## src/rtl/mac_pkg.sv

```systemverilog
package mac_pkg;

    typedef enum logic [1:0] {
        MODE_SINT = 2'd0,
        MODE_UINT = 2'd1,
        MODE_Q15  = 2'd2,
        MODE_RSVD = 2'd3
    } mac_mode_e;

endpackage

```

## src/rtl/mac_mul_stage.sv

```systemverilog
module mac_mul_stage
    import mac_pkg::*;
#(
    parameter int OP_W = 16
) (
    input  logic                 clk,
    input  logic                 rst_n,
    input  logic                 in_valid,
    input  logic [OP_W-1:0]      op_a,
    input  logic [OP_W-1:0]      op_b,
    input  mac_mode_e            mode,
    input  logic                 clear,
    input  logic                 use_addend,
    input  logic [2*OP_W-1:0]    addend,
    input  logic                 wide,
    output logic                 s1_valid,
    output logic [2*OP_W-1:0]    s1_prod,
    output logic                 s1_sat,
    output logic                 s1_clear,
    output logic                 s1_use_addend,
    output logic [2*OP_W-1:0]    s1_addend,
    output mac_mode_e            s1_mode,
    output logic                 s1_wide
);

    localparam int PROD_W = 2 * OP_W;
    localparam logic [OP_W-1:0]   OP_MIN   = {1'b1, {(OP_W-1){1'b0}}};
    localparam logic [PROD_W-1:0] PROD_MAX = {1'b0, {(PROD_W-1){1'b1}}};

    logic signed [PROD_W-1:0] sprod;
    logic        [PROD_W-1:0] uprod;
    logic        [PROD_W-1:0] prod_d;
    logic                     sat_d;

    always_comb begin
        sprod = $signed({{OP_W{op_a[OP_W-1]}}, op_a}) * $signed({{OP_W{op_b[OP_W-1]}}, op_b});
        uprod = {{OP_W{1'b0}}, op_a} * {{OP_W{1'b0}}, op_b};
        sat_d = 1'b0;
        unique case (mode)
            MODE_UINT: prod_d = uprod;
            MODE_Q15: begin
                if (op_a == OP_MIN && op_b == OP_MIN) begin
                    prod_d = PROD_MAX;
                    sat_d  = 1'b1;
                end else begin
                    prod_d = {sprod[PROD_W-2:0], 1'b0};
                end
            end
            MODE_SINT, MODE_RSVD: prod_d = sprod;
            default: prod_d = sprod;
        endcase
    end

    always_ff @(posedge clk) begin
        if (!rst_n) begin
            s1_valid      <= 1'b0;
            s1_prod       <= '0;
            s1_sat        <= 1'b0;
            s1_clear      <= 1'b0;
            s1_use_addend <= 1'b0;
            s1_addend     <= '0;
            s1_mode       <= MODE_SINT;
            s1_wide       <= 1'b1;
        end else begin
            s1_valid <= in_valid;
            if (in_valid) begin
                s1_prod       <= prod_d;
                s1_sat        <= sat_d;
                s1_clear      <= clear;
                s1_use_addend <= use_addend;
                s1_addend     <= addend;
                s1_mode       <= mode;
                s1_wide       <= wide;
            end
        end
    end

endmodule

```

## src/rtl/mac_acc_stage.sv

```systemverilog
module mac_acc_stage
    import mac_pkg::*;
#(
    parameter int PROD_W = 32,
    parameter int ACC_W  = 40
) (
    input  logic                 clk,
    input  logic                 rst_n,
    input  logic                 s1_valid,
    input  logic [PROD_W-1:0]    s1_prod,
    input  logic                 s1_sat,
    input  logic                 s1_clear,
    input  logic                 s1_use_addend,
    input  logic [PROD_W-1:0]    s1_addend,
    input  mac_mode_e            s1_mode,
    input  logic                 s1_wide,
    output logic                 res_valid,
    output logic [ACC_W-1:0]     res_acc,
    output logic                 res_sat,
    output mac_mode_e            res_mode,
    output logic                 res_wide
);

    localparam int GUARD = ACC_W - PROD_W;

    logic [PROD_W-1:0] src;
    logic              src_signed;
    logic [ACC_W-1:0]  src_ext;
    logic [ACC_W-1:0]  sum;

    always_comb begin
        src        = s1_use_addend ? s1_addend : s1_prod;
        src_signed = (s1_mode != MODE_UINT);
        src_ext    = src_signed ? {{GUARD{src[PROD_W-1]}}, src} : {{GUARD{1'b0}}, src};
        sum        = s1_clear ? src_ext : (res_acc + src_ext);
        if (!s1_wide) begin
            sum[ACC_W-1:PROD_W] = src_signed ? {GUARD{sum[PROD_W-1]}} : {GUARD{1'b0}};
        end
    end

    always_ff @(posedge clk) begin
        if (!rst_n) begin
            res_valid <= 1'b0;
            res_acc   <= '0;
            res_sat   <= 1'b0;
            res_mode  <= MODE_SINT;
            res_wide  <= 1'b1;
        end else begin
            res_valid <= s1_valid;
            if (s1_valid) begin
                res_acc  <= sum;
                res_sat  <= s1_sat;
                res_mode <= s1_mode;
                res_wide <= s1_wide;
            end
        end
    end

endmodule

```

## src/rtl/mac_q15_unit.sv

```systemverilog
module mac_q15_unit
    import mac_pkg::*;
#(
    parameter int OP_W  = 16,
    parameter int ACC_W = 40
) (
    input  logic                  clk,
    input  logic                  rst_n,
    input  logic                  in_valid,
    input  logic [OP_W-1:0]       op_a,
    input  logic [OP_W-1:0]       op_b,
    input  logic [1:0]            mode,
    input  logic                  acc_clear,
    input  logic                  use_addend,
    input  logic [2*OP_W-1:0]     addend,
    input  logic                  wide_acc,
    output logic                  out_valid,
    output logic [ACC_W-1:0]      acc_out,
    output logic                  prod_carry
);

    localparam int PROD_W = 2 * OP_W;

    logic              s1_valid;
    logic [PROD_W-1:0] s1_prod;
    logic              s1_sat;
    logic              s1_clear;
    logic              s1_use_addend;
    logic [PROD_W-1:0] s1_addend;
    mac_mode_e         s1_mode;
    logic              s1_wide;
    mac_mode_e         res_mode;
    logic              res_wide;

    mac_mul_stage #(.OP_W(OP_W)) u_mul (
        .clk           (clk),
        .rst_n         (rst_n),
        .in_valid      (in_valid),
        .op_a          (op_a),
        .op_b          (op_b),
        .mode          (mac_mode_e'(mode)),
        .clear         (acc_clear),
        .use_addend    (use_addend),
        .addend        (addend),
        .wide          (wide_acc),
        .s1_valid      (s1_valid),
        .s1_prod       (s1_prod),
        .s1_sat        (s1_sat),
        .s1_clear      (s1_clear),
        .s1_use_addend (s1_use_addend),
        .s1_addend     (s1_addend),
        .s1_mode       (s1_mode),
        .s1_wide       (s1_wide)
    );

    mac_acc_stage #(.PROD_W(PROD_W), .ACC_W(ACC_W)) u_acc (
        .clk           (clk),
        .rst_n         (rst_n),
        .s1_valid      (s1_valid),
        .s1_prod       (s1_prod),
        .s1_sat        (s1_sat),
        .s1_clear      (s1_clear),
        .s1_use_addend (s1_use_addend),
        .s1_addend     (s1_addend),
        .s1_mode       (s1_mode),
        .s1_wide       (s1_wide),
        .res_valid     (out_valid),
        .res_acc       (acc_out),
        .res_sat       (prod_carry),
        .res_mode      (res_mode),
        .res_wide      (res_wide)
    );

endmodule

```

## config.mk

```make
export PLATFORM = sky130hd
export DESIGN_NAME = mac_q15_unit
export DESIGN_NICKNAME = d
export VERILOG_FILES = /design/src/rtl/mac_pkg.sv /design/src/rtl/mac_mul_stage.sv /design/src/rtl/mac_acc_stage.sv /design/src/rtl/mac_q15_unit.sv
export SDC_FILE = /design/constraint.sdc
export NUM_CORES = 1
export LEC_CHECK = 0
export ABC_CLOCK_PERIOD_IN_PS = 10850
export CORE_AREA = 2 2 224 226
export DETAILED_ROUTE_END_ITERATION = 8
export DIE_AREA = 0 0 226 228
export PLACE_DENSITY_LB_ADDON = 0.1
export SLEW_MARGIN = 5
export SYNTH_ARGS = -nofsm -noshare
export SYNTH_HDL_FRONTEND = slang
export SYNTH_SLANG_ARGS = --single-unit
```

## constraint.sdc

```tcl
create_clock -name clk -period 10.85 [get_ports clk]
set_input_delay 2.17 -clock clk [delete_from_list [all_inputs] [get_ports clk]]
set_output_delay 2.17 -clock clk [all_outputs]
set_load 0.1 [all_outputs]
```

* Word-level counts from Yosys, hierarchy flattened
Index checks and enable logic that the tools add are counted.
Widths: inputs -> output; s select.
** Word-level totals
- Flip-flop bits (word level) :: 113
- Latch bits :: 0
- Memory bits (writable) :: 0
- Memory bits (read-only) :: 0
- Input bits :: 72
- Output and inout bits :: 42
- Word-level logic and storage cells :: 32
- Memories :: 0
** Operators by class
- Add/subtract/negate cells :: 1
- Multipliers :: 2
- Divide/modulo/power cells :: 0
- Order comparisons :: 0
- Eq/ne operators :: 6
- Shifts and indexed selects :: 0
- Muxes and demuxes :: 9
- Bitwise operators :: 0
- Reduce and logical (&&, ||, !) cells :: 3
** Operators by type and width (count)
- $pmux 32 s3 :: 1
- $mux 40 :: 2
- $mul 16x16->32 :: 2
- $mux 32 :: 2
- $add 40x40->40 :: 1
- $eq 16x16->1 const B :: 2
- $mux 8 :: 2
- $eq 2x2->1 const B :: 2
- $eq 2x1->1 const B :: 1
- $logic_not 2->1 :: 1
- $mux 1 :: 2
- $ne 2x1->1 const B :: 1
- $reduce_or 2->1 :: 1
- $logic_and 1x1->1 :: 1

* Logic depth before layout (Yosys ltp)
Gate-level depths: netlist of the first run.
- Depth after elaboration :: 6
- Mapped depth :: 27
- Mapped depth without buffers :: 25

* Hierarchy
Synthesis of the first run repeated with hierarchy kept, for this count alone.
** Second synthesis, totals
- Cells, all modules :: 2544
- Area, all modules :: 22032.4 um^2
** Modules (own cells, without submodules)
- mac_mul_stage :: instances 1, cells each 1938, area an instance 17420.5 um^2, sequential area each 1421.4 um^2
- mac_acc_stage :: instances 1, cells each 606, area an instance 4611.9 um^2, sequential area each 900.9 um^2

* Worst setup path after synthesis of the first run
OpenSTA, ideal clock, no wires.
- Path type :: input port to flip-flop
- Start point :: input op_a[9]
- End point :: register u_mul.s1_prod[29]
- Setup time :: 0.070 ns
- Arrival time :: 7.974 ns
- Setup slack :: 2.806 ns
- Stages :: 25
- Cells stage by stage :: clkbuf_1 clkbuf_1 nand2_1 fa_1 inv_1 fa_1 inv_1 fa_1 inv_1 fa_1 inv_1 fa_1 fa_1 inv_1 ha_1 a21o_1 a21o_1 a21oi_1 o21bai_1 a311oi_1 o21ai_1 a221oi_1 xnor2_1 nand2_1 a21oi_1
** Between the ends
- Word-level cells in the longest chain between the ends :: 4
- Elaborated cells on any way between the ends :: 6
- Classes of those cells :: 2 x mul; 1 x eq/ne; 2 x mux; 1 x reduce/logical
** Ends and longest elaborated chain
- start, declared :: RTL line mac_q15_unit.sv:10 : input logic [OP_W-1:0] op_a,
- branches (longest 3 deep; another with $mul 16x16->32)
- $pmux 32 s3 * :: RTL line mac_mul_stage.sv:39 : unique case (mode)
- end signal, assigned :: RTL line mac_mul_stage.sv:67 : s1_prod <= prod_d;
- end, declared :: RTL line mac_mul_stage.sv:17 : output logic [2*OP_W-1:0] s1_prod,
Mark *: on every way between the ends.
A chain may end at the register's enable or synchronous reset.

* Worst setup path in the final report of the first run
- Start point :: input op_b[2]
- End point :: register u_mul.s1_prod[31]
** Between the ends
- Word-level cells in the longest chain between the ends :: 4
- Elaborated cells on any way between the ends :: 6
- Classes of those cells :: 2 x mul; 1 x eq/ne; 2 x mux; 1 x reduce/logical
** Ends and longest elaborated chain
- start, declared :: RTL line mac_q15_unit.sv:11 : input logic [OP_W-1:0] op_b,
- branches (longest 3 deep; another with $mul 16x16->32)
- $pmux 32 s3 * :: RTL line mac_mul_stage.sv:39
Marked as above.

==> flow_metrics.env, run 1 <==
export IMPL_syn_cell_area_um2=21870
export IMPL_hold_buffers=0
export IMPL_hold_class="flop to flop"
export IMPL_synthesis_nets=3143
export IMPL_drtIter0Drc=865
export IMPL_grt_use_total=0.2490
export IMPL_synth_area_leaders="fa_1 (34%), ha_1 (11%), dfxtp_1 (10%)"
export IMPL_gr_total_overflow=0
export IMPL_holdPathStages=2
export IMPL_start_util=0.4431
export IMPL_fin_area_um2=24150
export IMPL_place_ws_ns=1.264
export IMPL_yosysMostFrequentCell="inv_1"
export IMPL_yosys_area_top_type_share=0.3360
export IMPL_grt_pass1_vias=18456
export IMPL_dp_hpwl_um=50010
export IMPL_postLayoutSetupSlackWorst_ns=1.634
export IMPL_avgRoutedWirePerCell_um=18.75
export IMPL_cts_max_level=4
export IMPL_fillers=4797
export IMPL_outcome="complete, no violations"
export IMPL_drv_slew=0
export IMPL_dr_pass1_iters=6
export IMPL_post_route_period_util=0.8494
export IMPL_ant_nets=0
export IMPL_cap_violations=0
export IMPL_cp_end_kind="flop"
export IMPL_netlist_cell_type_count=87
export IMPL_ys_top_cells_by_count="inv_1 (487), fa_1 (367), nand2_1 (227)"
export IMPL_core_area_um2=49350
export IMPL_start_kind="input pin"
export IMPL_grt_max_degree=70
export IMPL_path_max_fanout=13
export IMPL_io_pins=114
export IMPL_die_h_um=228
export IMPL_reg2regPathDepth=15
export IMPL_syn_to_final_growth_pct=10.44
export IMPL_place_area_um2=23590
export IMPL_gp_congestion=0.8803
export IMPL_via_per_inst=5.357
export IMPL_io_buffers=113
export IMPL_cts_tree="built"
export IMPL_vias=17388
export IMPL_ctsRootBufferMaster="clkbuf_16"
export IMPL_min_delay_start="u_mul.s1_sat"
export IMPL_critical_path_reg2reg_startpoint="u_mul.s1_use_addend"
export IMPL_floorplan_die_area_um2=51530
export IMPL_clock_latency_ns=0.43
export IMPL_synth_area_leader_cell="fa_1"
export IMPL_synth_edf_count=0
export IMPL_routed_wl_um=60870
export IMPL_final_nets=3193
export IMPL_clock_sinks=113
export IMPL_slew_headroom=0.2658
export IMPL_setup_worst_path_class="input pin to flop"
export IMPL_synthFlopType="dfxtp_1"
export IMPL_cts_buffers=17
export IMPL_rsz0062_at_grt="no"
export IMPL_antenna_cells=0
export IMPL_placementRows=82
export IMPL_layout_drive_gt1_share=0.04468
export IMPL_period_needed_ns=9.216
export IMPL_r2r_end="u_acc.res_acc[38]"
export IMPL_yosysWarningCount=0
export IMPL_antenna_found_initial=0
export IMPL_cts_clk_slew_worst_paths_ns=0.06
export IMPL_required_ns=11.17
export IMPL_tightestPinTransition_ns=1.093
export IMPL_regToRegSetupSlack_ns=6.59
export IMPL_die_w_um=226
export IMPL_syn_inst=2511
export IMPL_synth_seq_cells=113
export IMPL_finalClockSkew_ns=0.01139
export IMPL_syn_area_per_cell_um2=8.709
export IMPL_drc_errors=0
export IMPL_fmax_ghz=0.1085
export IMPL_finalSetupViolations=0
export IMPL_ys_seq_area_frac=0.1035
export IMPL_worstPathArrival_ns=9.53
export IMPL_post_cts_setup_buffers=0
export IMPL_async_reset_ff_frac=0
export IMPL_clk_path_buf_depth=2
export IMPL_finalHoldViolations=0
export IMPL_tns_ns=0
export IMPL_post_cts_resize_count=0
export IMPL_min_to="u_mul.s1_sat"
export IMPL_grt_pass1_wl_um=100300
worst max path at each step:
stage,start,end,slack (ns),cells after the start
detailed placement,op_b[2],u_mul.s1_prod[31],1.26,23
finish,op_b[2],u_mul.s1_prod[31],1.63,23
CTS,op_b[2],u_mul.s1_prod[31],1.67,23
global placement,op_b[2],u_mul.s1_prod[31],1.29,23
floorplan,op_a[9],u_mul.s1_prod[29],2.81,25
global route,op_b[2],u_mul.s1_prod[31],1.13,23
routing by layer:
metal  track usage  vias up  share of wire
met5             0        -              0
met4       0.06064        0          0.024
met3       0.03568       69          0.047
met2        0.4260      385           0.49
met1        0.3312     8761           0.43
li1              -     8173              -
kinds of logic after synthesis:
family,synth area share
DFF,0.1035
and+or+nand+nor,0.1386
AOI/OAI and AO/OA,0.1321
adders and majority gates,0.4464
muxes,0.04125
xor gates and xnor gates,0.03485
buffers and inverters,0.1034
worst max-delay path, cell delays in order:
cell and delay (ns):
clkdlybuf4s50_1 0.79, and2_1 0.38, fa_1 0.68, inv_1 0.21, fa_1 0.57, inv_1 0.32, fa_1 0.51, fa_1 0.51
fa_1 0.49, inv_1 0.05, fa_1 0.47, inv_1 0.04, ha_1 0.39, nand4_1 0.15, nor2_1 0.24, nand4_1 0.14
a21oi_1 0.39, o211ai_1 0.15, a21boi_0 0.19, o21ai_1 0.09, a21oi_1 0.17, nor4b_1 0.07, o32a_1 0.33
final cells by class:
| type | count | area (µm²) | share of cell area |
|---|---|---|---|
| multi-input combinational | 1802 | 17340 | 0.7182 |
| sequential | 113 | 2263 | 0.09372 |
| inverter | 492 | 1847 | 0.07647 |
| timing repair buffer | 135 | 1294 | 0.05357 |
| tap | 672 | 840.8 | 0.03481 |
| clock buffer | 17 | 425.4 | 0.01761 |
| clock inverter | 15 | 136.4 | 0.005647 |
flip-flops by register name, indices dropped and copies added, names as in the netlist:
signal and cells:
u_mul.s1_mode 2, u_mul.s1_use_addend 1, u_mul.s1_sat 1, u_mul.s1_prod 32, u_acc.res_acc 40, u_mul.s1_valid 1
u_acc.res_sat 1, u_acc.res_valid 1, u_mul.s1_clear 1, u_mul.s1_addend 32, u_mul.s1_wide 1
cell usage in the layout (no fill, tap or decap), types with 13 or more instances in the layout:
master | synthesis | routed
nand3_1 | 29 | 29
o21ai_0 | 95 | 95
a211oi_1 | 17 | 17
buf_4 | 4 | 23
clkdlybuf4s50_1 | 0 | 112
and2_1 | 132 | 132
o211ai_1 | 21 | 21
mux2_2 | 33 | 33
inv_1 | 487 | 487
nand2_1 | 227 | 227
xnor2_1 | 63 | 63
nor2b_1 | 13 | 13
a21o_1 | 25 | 25
nor2_1 | 145 | 145
ha_1 | 193 | 193
a31oi_1 | 16 | 16
o21bai_1 | 17 | 17
dfxtp_1 | 113 | 112
fa_1 | 367 | 367
o21ai_1 | 16 | 16
clkbuf_16 | 0 | 17
a21oi_1 | 114 | 114
mux2i_1 | 53 | 53
a221oi_1 | 18 | 18
xor2_1 | 24 | 24
nor3_1 | 17 | 17
stage by stage:
step / util / hold slack [ns] / std cells
finish: 0.4894 / 0.4732 / 3246
global placement: 0.4780 / 0.4603 / 3214
detailed placement: 0.4780 / 0.4623 / 3214
floorplan: - / 0.4335 / 2511
global route: 0.4894 / 0.5073 / 3246
CTS: 0.4894 / 0.4753 / 3246
Power of run 1 is left out: the tool's default activity adds up to more than one toggle a clock period on the data nets, which glitch-free logic cannot reach.
==> run 2, diff against run 1 <==
--- a/config.mk
+++ b/config.mk
@@ -5,7 +5,7 @@
 export SDC_FILE = /design/constraint.sdc
 export NUM_CORES = 1
 export LEC_CHECK = 0
-export ABC_CLOCK_PERIOD_IN_PS = 10850
+export ABC_CLOCK_PERIOD_IN_PS = 9050
 export CORE_AREA = 2 2 224 226
 export DETAILED_ROUTE_END_ITERATION = 8
 export DIE_AREA = 0 0 226 228
==> constraint.sdc (replaced) <==
create_clock -name clk -period 9.05 [get_ports clk]
set_input_delay 1.81 -clock clk [delete_from_list [all_inputs] [get_ports clk]]
set_output_delay 1.81 -clock clk [all_outputs]
set_load 0.1 [all_outputs]
==> flow_metrics.env, run 2 (same netlist as run 1, synthesis figures left out) <==
export IMPL_slew_headroom=0.1803
export IMPL_drtIter0Drc=996
export IMPL_finalClockSkew_ns=0.01458
export IMPL_io_buffers=113
export IMPL_gr_total_overflow=0
export IMPL_period_needed_ns=8.504
export IMPL_ctsRootBufferMaster="clkbuf_16"
export IMPL_clk_path_buf_depth=2
export IMPL_clock_latency_ns=0.43
export IMPL_post_cts_setup_buffers=0
export IMPL_syn_to_final_growth_pct=11.88
export IMPL_regToRegSetupSlack_ns=4.73
export IMPL_grt_pass1_wl_um=101000
export IMPL_start_kind="input pin"
export IMPL_drc_errors=0
export IMPL_cp_end_kind="flop"
export IMPL_critical_path_reg2reg_startpoint="u_mul.s1_use_addend"
export IMPL_grt_use_total=0.2500
export IMPL_outcome="complete, no violations"
export IMPL_floorplan_die_area_um2=51530
export IMPL_cts_tree="built"
export IMPL_cp_startpoint="op_b[9]"
export IMPL_fmax_ghz=0.1176
export IMPL_path_max_fanout=13
export IMPL_min_delay_start="u_mul.s1_prod[19]"
export IMPL_wl_met3_um=2497
export IMPL_antenna_cells=0
export IMPL_crit_end="u_mul.s1_prod[21]"
export IMPL_gp_congestion=0.8929
export IMPL_tightestPinTransition_ns=1.220
export IMPL_layout_commonest_cell="inv_1"
export IMPL_die_w_um=226
export IMPL_tns_ns=0
export IMPL_regMostFlops="u_acc.res_acc"
export IMPL_post_cts_resize_count=0
export IMPL_clock_sinks=113
export IMPL_vias=17652
export IMPL_post_route_period_util=0.9397
export IMPL_cap_violations=0
export IMPL_die_h_um=228
export IMPL_dp_hpwl_um=51100
export IMPL_rsz0062_at_grt="no"
export IMPL_final_cell_mix="inv_1 (487), fa_1 (367), nand2_1 (227)"
export IMPL_placementRows=82
export IMPL_dr_max_layer_used="met4"
export IMPL_r2r_end="u_acc.res_acc[38]"
export IMPL_cts_clk_slew_worst_paths_ns=0.06
export IMPL_core_area_um2=49350
export IMPL_worstPathArrival_ns=8.79
export IMPL_routed_wl_um=61110
export IMPL_hold_buffers=0
export IMPL_drv_slew=0
export IMPL_io_pins=114
export IMPL_finalSetupViolations=0
export IMPL_dr_wl_met2_um=29970
export IMPL_required_ns=9.33
export IMPL_grt_max_degree=70
export IMPL_grt_pass1_vias=18813
export IMPL_finalHoldViolations=0
export IMPL_avgRoutedWirePerCell_um=18.61
export IMPL_wl_met1_um=27440
export IMPL_setup_worst_path_class="input pin to flop"
export IMPL_reg_top3="u_acc.res_acc (40), u_mul.s1_addend (32), u_mul.s1_prod (32)"
export IMPL_final_nets=3230
export IMPL_cts_max_level=4
export IMPL_start_util=0.4431
export IMPL_hold_class="flop to flop"
export IMPL_largest_reg_flops=40
export IMPL_dr_pass1_iters=5
export IMPL_ant_nets=0
export IMPL_cts_buffers=17
export IMPL_reg2regPathDepth=15
export IMPL_layout_drive_gt1_share=0.05822
export IMPL_antenna_found_initial=0
export IMPL_via_per_inst=5.377
## run 2: layer usage
metal | up-vias | GRT usage
li1 | 8238 | -
met1 | 8927 | 0.3455
met2 | 419 | 0.4258
met3 | 68 | 0.02241
met5 | - | 0
met4 | 0 | 0.05381
## run 2: metrics by stage
step           hold WS [ns]    util  worst slack (ns)  cell area, µm²  instances
2_1_floorplan        0.4335       -             1.366           21870       2511
3_5_place_dp         0.4693  0.4836            0.2545           23870       3251
4_1_cts              0.4821  0.4957            0.6760           24460       3283
6_report             0.4835  0.4957            0.5460           24460       3283
3_3_place_gp         0.4579  0.4836            0.2264           23870       3251
5_1_grt              0.5087  0.4957            0.1041           24460       3283
## run 2: cell type report
cell class | instances | area, µm²
sequential | 113 | 2263
inverter | 492 | 1847
tap | 672 | 840.8
timing repair buffer | 172 | 1572
clock inverter | 15 | 172.7
fill | 4810 | 24890
multi-input combinational | 1802 | 17340
clock buffer | 17 | 425.4
## run 2: how the worst min path moves through the flow
| stage | end | slack [ns] | depth (start not counted) |
|---|---|---|---|
| after global placement | u_mul.s1_sat | 0.46 | 2 |
| after detailed placement | u_mul.s1_prod[19] | 0.47 | 2 |
| after floorplan | u_mul.s1_prod[21] | 0.43 | 2 |
| after global routing | u_mul.s1_prod[21] | 0.51 | 2 |
| after CTS | u_mul.s1_prod[19] | 0.48 | 2 |
| final | u_mul.s1_prod[19] | 0.48 | 2 |
## run 2: worst max-delay path, cell delays in order
cell and delay [ns]:
clkdlybuf4s50_1 0.93, buf_4 0.26, nand2_1 0.06, fa_1 0.50
inv_1 0.06, fa_1 0.38, inv_1 0.08, fa_1 0.44
fa_1 0.63, inv_1 0.08, fa_1 0.48, inv_1 0.05
fa_1 0.50, inv_1 0.05, ha_1 0.35, a21oi_1 0.27
nand2_1 0.08, a21oi_1 0.37, a21boi_1 0.19, a21oi_1 0.31
o21ai_0 0.16, xor2_1 0.18, a221o_1 0.36, o211ai_1 0.09
o21ai_0 0.11
Power of run 2 is left out for the same reason.
